===== src/rtl/errlog_pkg.sv =====
package errlog_pkg;

    localparam int NSLOT = 2;

    // State of a two-slot log; the encoding is the slot valid vector.
    typedef enum logic [1:0] {
        LOG_EMPTY = 2'b00,
        LOG_LOW   = 2'b01,
        LOG_HIGH  = 2'b10,
        LOG_FULL  = 2'b11
    } log_state_e;

endpackage


===== src/rtl/errlog_bank.sv =====
module errlog_bank
    import errlog_pkg::*;
#(
    parameter int PAY_W = 8
) (
    input  logic             clk,
    input  logic             por_n,
    input  logic             run,
    input  logic             ev,
    input  logic [PAY_W-1:0] pay_in,
    input  logic [1:0]       clr,
    output logic [1:0]       vld,
    output logic             full,
    output logic [PAY_W-1:0] pay0,
    output logic [PAY_W-1:0] pay1
);

    log_state_e       state_q;
    log_state_e       held_st;
    log_state_e       nxt_st;
    logic [1:0]       clr_eff;
    logic             ev_eff;
    logic [1:0]       wr;
    logic [PAY_W-1:0] pay_q [NSLOT];

    // Clears apply first; the event then targets the lowest free slot.
    always_comb begin
        clr_eff = run ? clr : 2'b00;
        ev_eff  = run & ev;
        held_st = log_state_e'(state_q & ~clr_eff);
        wr      = 2'b00;
        unique case (held_st)
            LOG_EMPTY: if (ev_eff) wr = 2'b01;   // fill-low
            LOG_LOW:   if (ev_eff) wr = 2'b10;   // fill-high
            LOG_HIGH:  if (ev_eff) wr = 2'b01;   // fill-low into the hole
            LOG_FULL:  wr = 2'b00;               // drop
        endcase
        nxt_st = log_state_e'(held_st | wr);
    end

    always_ff @(posedge clk or negedge por_n) begin
        if (!por_n) state_q <= LOG_EMPTY;
        else        state_q <= nxt_st;
    end

    for (genvar g = 0; g < NSLOT; g++) begin : g_slot
        always_ff @(posedge clk or negedge por_n) begin
            if (!por_n)     pay_q[g] <= '0;
            else if (wr[g]) pay_q[g] <= pay_in;
        end
    end

    always_comb begin
        vld  = state_q;
        full = (state_q == LOG_FULL);
        pay0 = pay_q[0];
        pay1 = pay_q[1];
    end

endmodule


===== src/rtl/errlog_signal.sv =====
module errlog_signal (
    input  logic       clk,
    input  logic       sys_rst_n,
    input  logic       berr_en,
    input  logic       mem_ev,
    input  logic       mem_multi,
    input  logic       bus_ev,
    input  logic       bus_multi,
    output logic [1:0] err_ind,
    output logic       berr
);

    logic corr_d;
    logic fatal_d;

    always_comb begin
        corr_d  = (mem_ev & ~mem_multi) | (bus_ev & ~bus_multi);
        fatal_d = (mem_ev &  mem_multi) | (bus_ev &  bus_multi);
    end

    always_ff @(posedge clk or negedge sys_rst_n) begin
        if (!sys_rst_n) begin
            err_ind <= 2'b00;
            berr    <= 1'b0;
        end else begin
            err_ind <= {fatal_d, corr_d};
            berr    <= fatal_d & berr_en;
        end
    end

endmodule


===== src/rtl/ecc_errlog.sv =====
module ecc_errlog #(
    parameter int ROW_W = 14,
    parameter int SYN_W = 8,
    parameter int CHK_W = 3
) (
    input  logic             clk,
    input  logic             por_n,
    input  logic             sys_rst_n,
    input  logic             berr_en,
    input  logic             mem_err_vld,
    input  logic             mem_err_multi,
    input  logic [ROW_W-1:0] mem_err_row,
    input  logic             bus_err_vld,
    input  logic             bus_err_multi,
    input  logic [SYN_W-1:0] bus_err_syn,
    input  logic [CHK_W-1:0] bus_err_chunk,
    input  logic [1:0]       mem_clr,
    input  logic [1:0]       bus_clr,
    output logic [1:0]       mem_log_vld,
    output logic [1:0]       mem_log_multi,
    output logic [ROW_W-1:0] mem_log_row0,
    output logic [ROW_W-1:0] mem_log_row1,
    output logic             mem_full,
    output logic [1:0]       bus_log_vld,
    output logic [1:0]       bus_log_multi,
    output logic [SYN_W-1:0] bus_log_syn0,
    output logic [SYN_W-1:0] bus_log_syn1,
    output logic [CHK_W-1:0] bus_log_chunk0,
    output logic [CHK_W-1:0] bus_log_chunk1,
    output logic             bus_full,
    output logic [1:0]       err_ind,
    output logic             berr_out
);

    localparam int MPAY_W = ROW_W + 1;
    localparam int BPAY_W = SYN_W + CHK_W + 1;

    logic [MPAY_W-1:0] mem_pay_in;
    logic [MPAY_W-1:0] mem_pay0;
    logic [MPAY_W-1:0] mem_pay1;
    logic [BPAY_W-1:0] bus_pay_in;
    logic [BPAY_W-1:0] bus_pay0;
    logic [BPAY_W-1:0] bus_pay1;

    // Row is only meaningful for uncorrectable memory errors.
    always_comb begin
        mem_pay_in = {mem_err_multi, mem_err_multi ? mem_err_row : {ROW_W{1'b0}}};
        bus_pay_in = {bus_err_multi, bus_err_syn, bus_err_chunk};
    end

    errlog_bank #(.PAY_W(MPAY_W)) u_mem_bank (
        .clk    (clk),
        .por_n  (por_n),
        .run    (sys_rst_n),
        .ev     (mem_err_vld),
        .pay_in (mem_pay_in),
        .clr    (mem_clr),
        .vld    (mem_log_vld),
        .full   (mem_full),
        .pay0   (mem_pay0),
        .pay1   (mem_pay1)
    );

    errlog_bank #(.PAY_W(BPAY_W)) u_bus_bank (
        .clk    (clk),
        .por_n  (por_n),
        .run    (sys_rst_n),
        .ev     (bus_err_vld),
        .pay_in (bus_pay_in),
        .clr    (bus_clr),
        .vld    (bus_log_vld),
        .full   (bus_full),
        .pay0   (bus_pay0),
        .pay1   (bus_pay1)
    );

    errlog_signal u_signal (
        .clk       (clk),
        .sys_rst_n (sys_rst_n),
        .berr_en   (berr_en),
        .mem_ev    (mem_err_vld),
        .mem_multi (mem_err_multi),
        .bus_ev    (bus_err_vld),
        .bus_multi (bus_err_multi),
        .err_ind   (err_ind),
        .berr      (berr_out)
    );

    always_comb begin
        mem_log_multi  = {mem_pay1[MPAY_W-1], mem_pay0[MPAY_W-1]};
        mem_log_row0   = mem_pay0[ROW_W-1:0];
        mem_log_row1   = mem_pay1[ROW_W-1:0];
        bus_log_multi  = {bus_pay1[BPAY_W-1], bus_pay0[BPAY_W-1]};
        bus_log_syn0   = bus_pay0[CHK_W +: SYN_W];
        bus_log_syn1   = bus_pay1[CHK_W +: SYN_W];
        bus_log_chunk0 = bus_pay0[CHK_W-1:0];
        bus_log_chunk1 = bus_pay1[CHK_W-1:0];
    end

endmodule


===== config.mk =====
export PLATFORM = sky130hd
export DESIGN_NAME = ecc_errlog
export DESIGN_NICKNAME = d
export VERILOG_FILES = /design/src/rtl/errlog_pkg.sv /design/src/rtl/errlog_bank.sv /design/src/rtl/errlog_signal.sv /design/src/rtl/ecc_errlog.sv
export SDC_FILE = /design/constraint.sdc
export NUM_CORES = 1
export LEC_CHECK = 0
export ABC_CLOCK_PERIOD_IN_PS = 2200
export BUFFER_PORTS_ARGS = -buffer_cell sky130_fd_sc_hd__buf_2
export CORE_MARGIN = 4
export CORE_UTILIZATION = 30
export CTS_BUF_LIST = sky130_fd_sc_hd__clkbuf_16
export CTS_CLUSTER_DIAMETER = 80
export CTS_CLUSTER_SIZE = 12
export DETAILED_ROUTE_END_ITERATION = 6
export GPL_TIMING_DRIVEN = 1
export MAX_ROUTING_LAYER = met4
export PLACE_DENSITY = 0.63
export SKIP_CTS_REPAIR_TIMING = 1
export SLEW_MARGIN = 30
export SYNTH_ARGS = -nofsm -noshare
export SYNTH_HDL_FRONTEND = slang
export SYNTH_SLANG_ARGS = --single-unit

===== constraint.sdc =====
create_clock -name clk -period 2.2 [get_ports clk]
set_clock_uncertainty 0.15 [all_clocks]
set_input_delay 0.66 -clock clk [delete_from_list [all_inputs] [get_ports clk]]
set_output_delay 0.66 -clock clk [all_outputs]
set_load 0.005 [all_outputs]

Word-level counts from Yosys, hierarchy flattened
Index checks and enable logic that the tools add are counted.
Widths: inputs -> output; s select.
- register bits: 61
- equality and inequality tests: 8
- multiplexer cells: 9
- bitwise gates (word level): 17
- reduce and logical (&&, ||, !) cells: 4
- operators with widths (kind ; count):
    $mux 14 ; 1
    $eq 2x2->1 const B ; 6
    $pmux 2 s3 ; 2
    $mux 2 ; 4
    $and 1x1->1 ; 7
    $and 2x2->2 ; 2
    $eq 2x1->1 const B ; 2
    $logic_not 2->1 ; 2
    $not 2->2 ; 2
    $or 2x2->2 ; 2
    $reduce_or 2->1 ; 2
    $mux 1 ; 2
    $not 1->1 ; 2
    $or 1x1->1 ; 2

Depth between registers and ports, before layout
- depth after elaboration: 7
- gate-level depth with buffers: 5
- depth with buffers taken out: 3

By module
From an unflattened synthesis, not the netlist that was laid out.
- cells, all modules: 163
- area total of the unflattened synthesis: 2513.7 µm²
- by module, submodules not included (module ; times used ; cells an instance ; area each (µm²) ; sequential area each (µm²)):
    errlog_bank (u_mem_bank) ; 1 ; 76 ; 1290.0 ; 800.8
    errlog_bank (u_bus_bank) ; 1 ; 64 ; 1008.5 ; 650.6
    ecc_errlog ; 1 ; 15 ; 111.4 ; 0.0
    errlog_signal ; 1 ; 8 ; 103.8 ; 75.1

Worst setup path before layout
No wires, ideal clock.
- path kind: in2reg
- from: input port sys_rst_n
- to: register u_mem_bank.pay_q, in the netlist u_mem_bank.pay0[10]
- data arrival time: 1.610 ns
- required time: 1.925 ns
- setup slack: 0.315 ns
- cell stages on the path: 5
- path buffers: 2
- cells stage by stage: buf_4 -> nand2_1 -> a21oi_2 -> buf_6 -> mux2_2
- longest elaborated chain between the ends: 6
- ends and longest elaborated chain (what ; line ; source):
    start: declaration ; ecc_errlog.sv:8 ; input logic sys_rst_n,
    $mux 2 ; errlog_bank.sv:28 ; clr_eff = run ? clr : 2'b00;
    $not 2->2 ; errlog_bank.sv:30 ; held_st = log_state_e'(state_q & ~clr_eff);
    $and 2x2->2 ; errlog_bank.sv:30 ;
    $eq 2x2->1 or $logic_not 2->1 (tied branches) ; errlog_bank.sv:32 ; unique case (held_st)
    $reduce_or 2->1 (no line) ; -- ;
    $pmux 2 s3 (*) ; errlog_bank.sv:32 ;
    end signal: indexed assignment ; errlog_bank.sv:49 ; else if (wr[g]) pay_q[g] <= pay_in;
    end: declaration ; errlog_bank.sv:24 ; logic [PAY_W-1:0] pay_q [NSLOT];
Mark *: on every way between the ends. The rest lies on a longest branch, timed or not.
A chain may end at the register's enable or synchronous reset.

Worst setup path after layout
- from: register u_mem_bank.state_q[0], in the netlist u_mem_bank.vld[0]
- to: output port mem_full
- longest elaborated chain between the ends: 1
- ends and longest elaborated chain (what ; line ; source):
    start: declaration ; errlog_bank.sv:18 ; log_state_e state_q;
    start signal: assignment ; errlog_bank.sv:43 ; else state_q <= nxt_st;
    $eq 2x2->1 ; errlog_bank.sv:55 ; full = (state_q == LOG_FULL);
    end: declaration ; ecc_errlog.sv:23 ; output logic mem_full,
No other way between the ends.

==> flow_metrics.tcl <==
set metrics [dict create \
    status "completed" \
    worstSetupStartpointType "register" \
    route.vias.total 1673 \
    gp_congestion 0.7570 \
    cts_tree "yes" \
    crit_required_ps 1390 \
    synthCells 164 \
    fin_nets 311 \
    area_growth_pct 37.57 \
    cts_root_buffer "clkbuf_16" \
    rsz0062_at_grt "no" \
    grt_pass1_vias 1837 \
    ys_types 15 \
    antenna_found_initial 0 \
    die-area_um2 9717 \
    cts_buffer_depth 2 \
    antenna_cells 0 \
    crit_path_end_kind "output pin" \
    yosysSeqAreaShare_pct 62.02 \
    crit_start "u_mem_bank.vld[0]$_DFF_PN0_" \
    netlist_area_um2 2461 \
    final_hold_viol_count 0 \
    fmax_mhz 535.3 \
    maxSlewViolCount 0 \
    final-setup-viol-count 0 \
    p_switching_mw 0.8126 \
    n_fill_cell 743 \
    ys_ff_latch 61 \
    row_count 32 \
    grt_pass1_wl_mm 8.970 \
    crit_path_max_fanout 5 \
    setup.worst_path.class "reg2out" \
    clock_latency_ps 310 \
    timing.final.crit_share_pct 84.91 \
    cts_buffers 9 \
    fin_tns_setup_ps 0 \
    wl_mm 5.345 \
    track_usage_pct 11.93 \
    slew_headroom_pct 79.28 \
    start_util_pct 31.36 \
    syn_area_per_cell_um2 15.01 \
    leakage_nw 1.729 \
    post-route-util_pct 43.14 \
    viasPerCell 4.391 \
    peakVddDrop_mv 0.5885 \
    tightest_slew_ps 310.8 \
    r2r_cells 4 \
    hold_class "in2async" \
    postRouteAntennaNets 0 \
    drc 0 \
    pwr-share-seq_pct 44.7 \
    cts_sinks 61 \
    die_height_um 98.58 \
    grt_max_degree 59 \
    routedWlPerCell_um 14.03 \
    combPwrFrac_pct 19.1 \
    powerDensity_nw_per_um2 970.2 \
    grt.overflow.total 0 \
    path_clk_slew_ps 50 \
    cp.arrival_ps 1060 \
    num_io_pins 100 \
    drt_iter0_markers 51 \
    drive_above_1_share_pct 63.08 \
    io_buffer_count 99 \
    firstDrtPassIters 4 \
    intPower_mw 2.472 \
    p_sw_share_pct 24.74 \
    die_w_um 98.58 \
    cap_violations 0 \
    rr_startpoint "u_mem_bank.vld[0]$_DFF_PN0_" \
    period_needed_ps 1868 \
    dpl.hpwl_mm 3.942 \
    core_um2 7848 \
    cts_max_level 3 \
    clock_power_share_pct 36.2 \
    synth_nets 201 \
    ys_warn_count 0 \
]
layer usage:
layer / GRT usage, % / share of wire [%]
met4: 4.727 / 1.2
met1: 14.69 / 43
met5: - / 0
met2: 18.25 / 48
met3: 3.822 / 7.1
critical path: stages (launching register included):
cell     delay (ps)
dfrtp_1         450
and2_1          170
buf_2           120
cells in the final DEF, fill, tap and decap left out, drive strengths merged:
master	instances
a21oi	4
a22o	3
and2	17
buf	105
clkbuf	9
clkinv	5
clkinvlp	1
dfrtp	61
inv	7
mux2	54
nand2	10
nand4b	2
o22ai	1
power groups by stage:
stage / Combinational (mW) / Sequential, mW / Clock [mW]
after floorplan: 0.259 / 1.51 / 0
after global placement: 0.632 / 1.48 / 0
after detailed placement: 0.646 / 1.49 / 0
after CTS: 0.647 / 1.47 / 1.24
after global routing: 0.699 / 1.50 / 1.29
final: 0.628 / 1.47 / 1.19
final timing paths:
kind	endpoint	slack (ps)
min reg2reg	u_mem_bank.pay0[9]$_DFFE_PN0P_	340
max in group asynchronous	u_mem_bank.pay0[5]$_DFFE_PN0P_	1450
min in group clk	u_mem_bank.pay0[9]$_DFFE_PN0P_	340
min	u_signal.err_ind[1]$_DFF_PN0_	60
max	mem_full	330
max reg2reg	u_mem_bank.pay1[11]$_DFFE_PN0P_	650
through the flow:
step                      cell area, um^2  hold slack, ps  power, mW  worst slack, ps  cells
after detailed placement             3127           333.8      2.136            143.6    365
after global routing                 3386           64.66      3.495            254.4    381
after CTS                            3386           53.86      3.356            313.7    381
after global placement               3127           326.7      2.115            183.2    365
after floorplan                      2461           214.4      1.767            314.9    164
final                                3386           64.49      3.285            331.9    381
sequential cells by signal (all words and copies together), names as in the netlist:
name,flops
u_bus_bank.pay1,12
u_mem_bank.pay1,15
u_bus_bank.pay0,12
u_signal.err_ind,2
u_mem_bank.vld,2
u_bus_bank.vld,2
u_mem_bank.pay0,15
u_signal.berr,1
cell usage after synthesis:
cell,count,area (um^2)
nand2_1,10,37.54
clkbuf_1,1,3.750
a22o_1,3,26.28
dfrtp_1,61,1526
mux2_1,1,11.26
buf_4,2,15.01
a21oi_4,1,16.27
a21oi_2,3,26.28
nand4b_1,1,8.760
mux2_2,53,596.8
inv_1,6,22.52
and2_1,17,106.4
nand4b_4,1,23.77
o22ai_1,1,6.260
buf_6,3,33.78
final cells by class:
cell class | count | area (um^2) | share of cell area, %
sequential | 61 | 1526 | 45.08
multi-input combinational | 91 | 859.6 | 25.39
timing repair buffer | 105 | 590.6 | 17.44
clock buffer | 9 | 225.2 | 6.652
tap | 102 | 127.6 | 3.769
clock inverter | 7 | 33.78 | 0.9978
inverter | 6 | 22.52 | 0.6652
cells by family after synthesis:
family | Yosys count | synth area share [%]
compound gates | 8 | 3.051
buf+inv | 12 | 3.050
flops | 61 | 62.02
mux | 54 | 24.71
simple gates | 29 | 7.168
(Power assumes the default switching activity.)
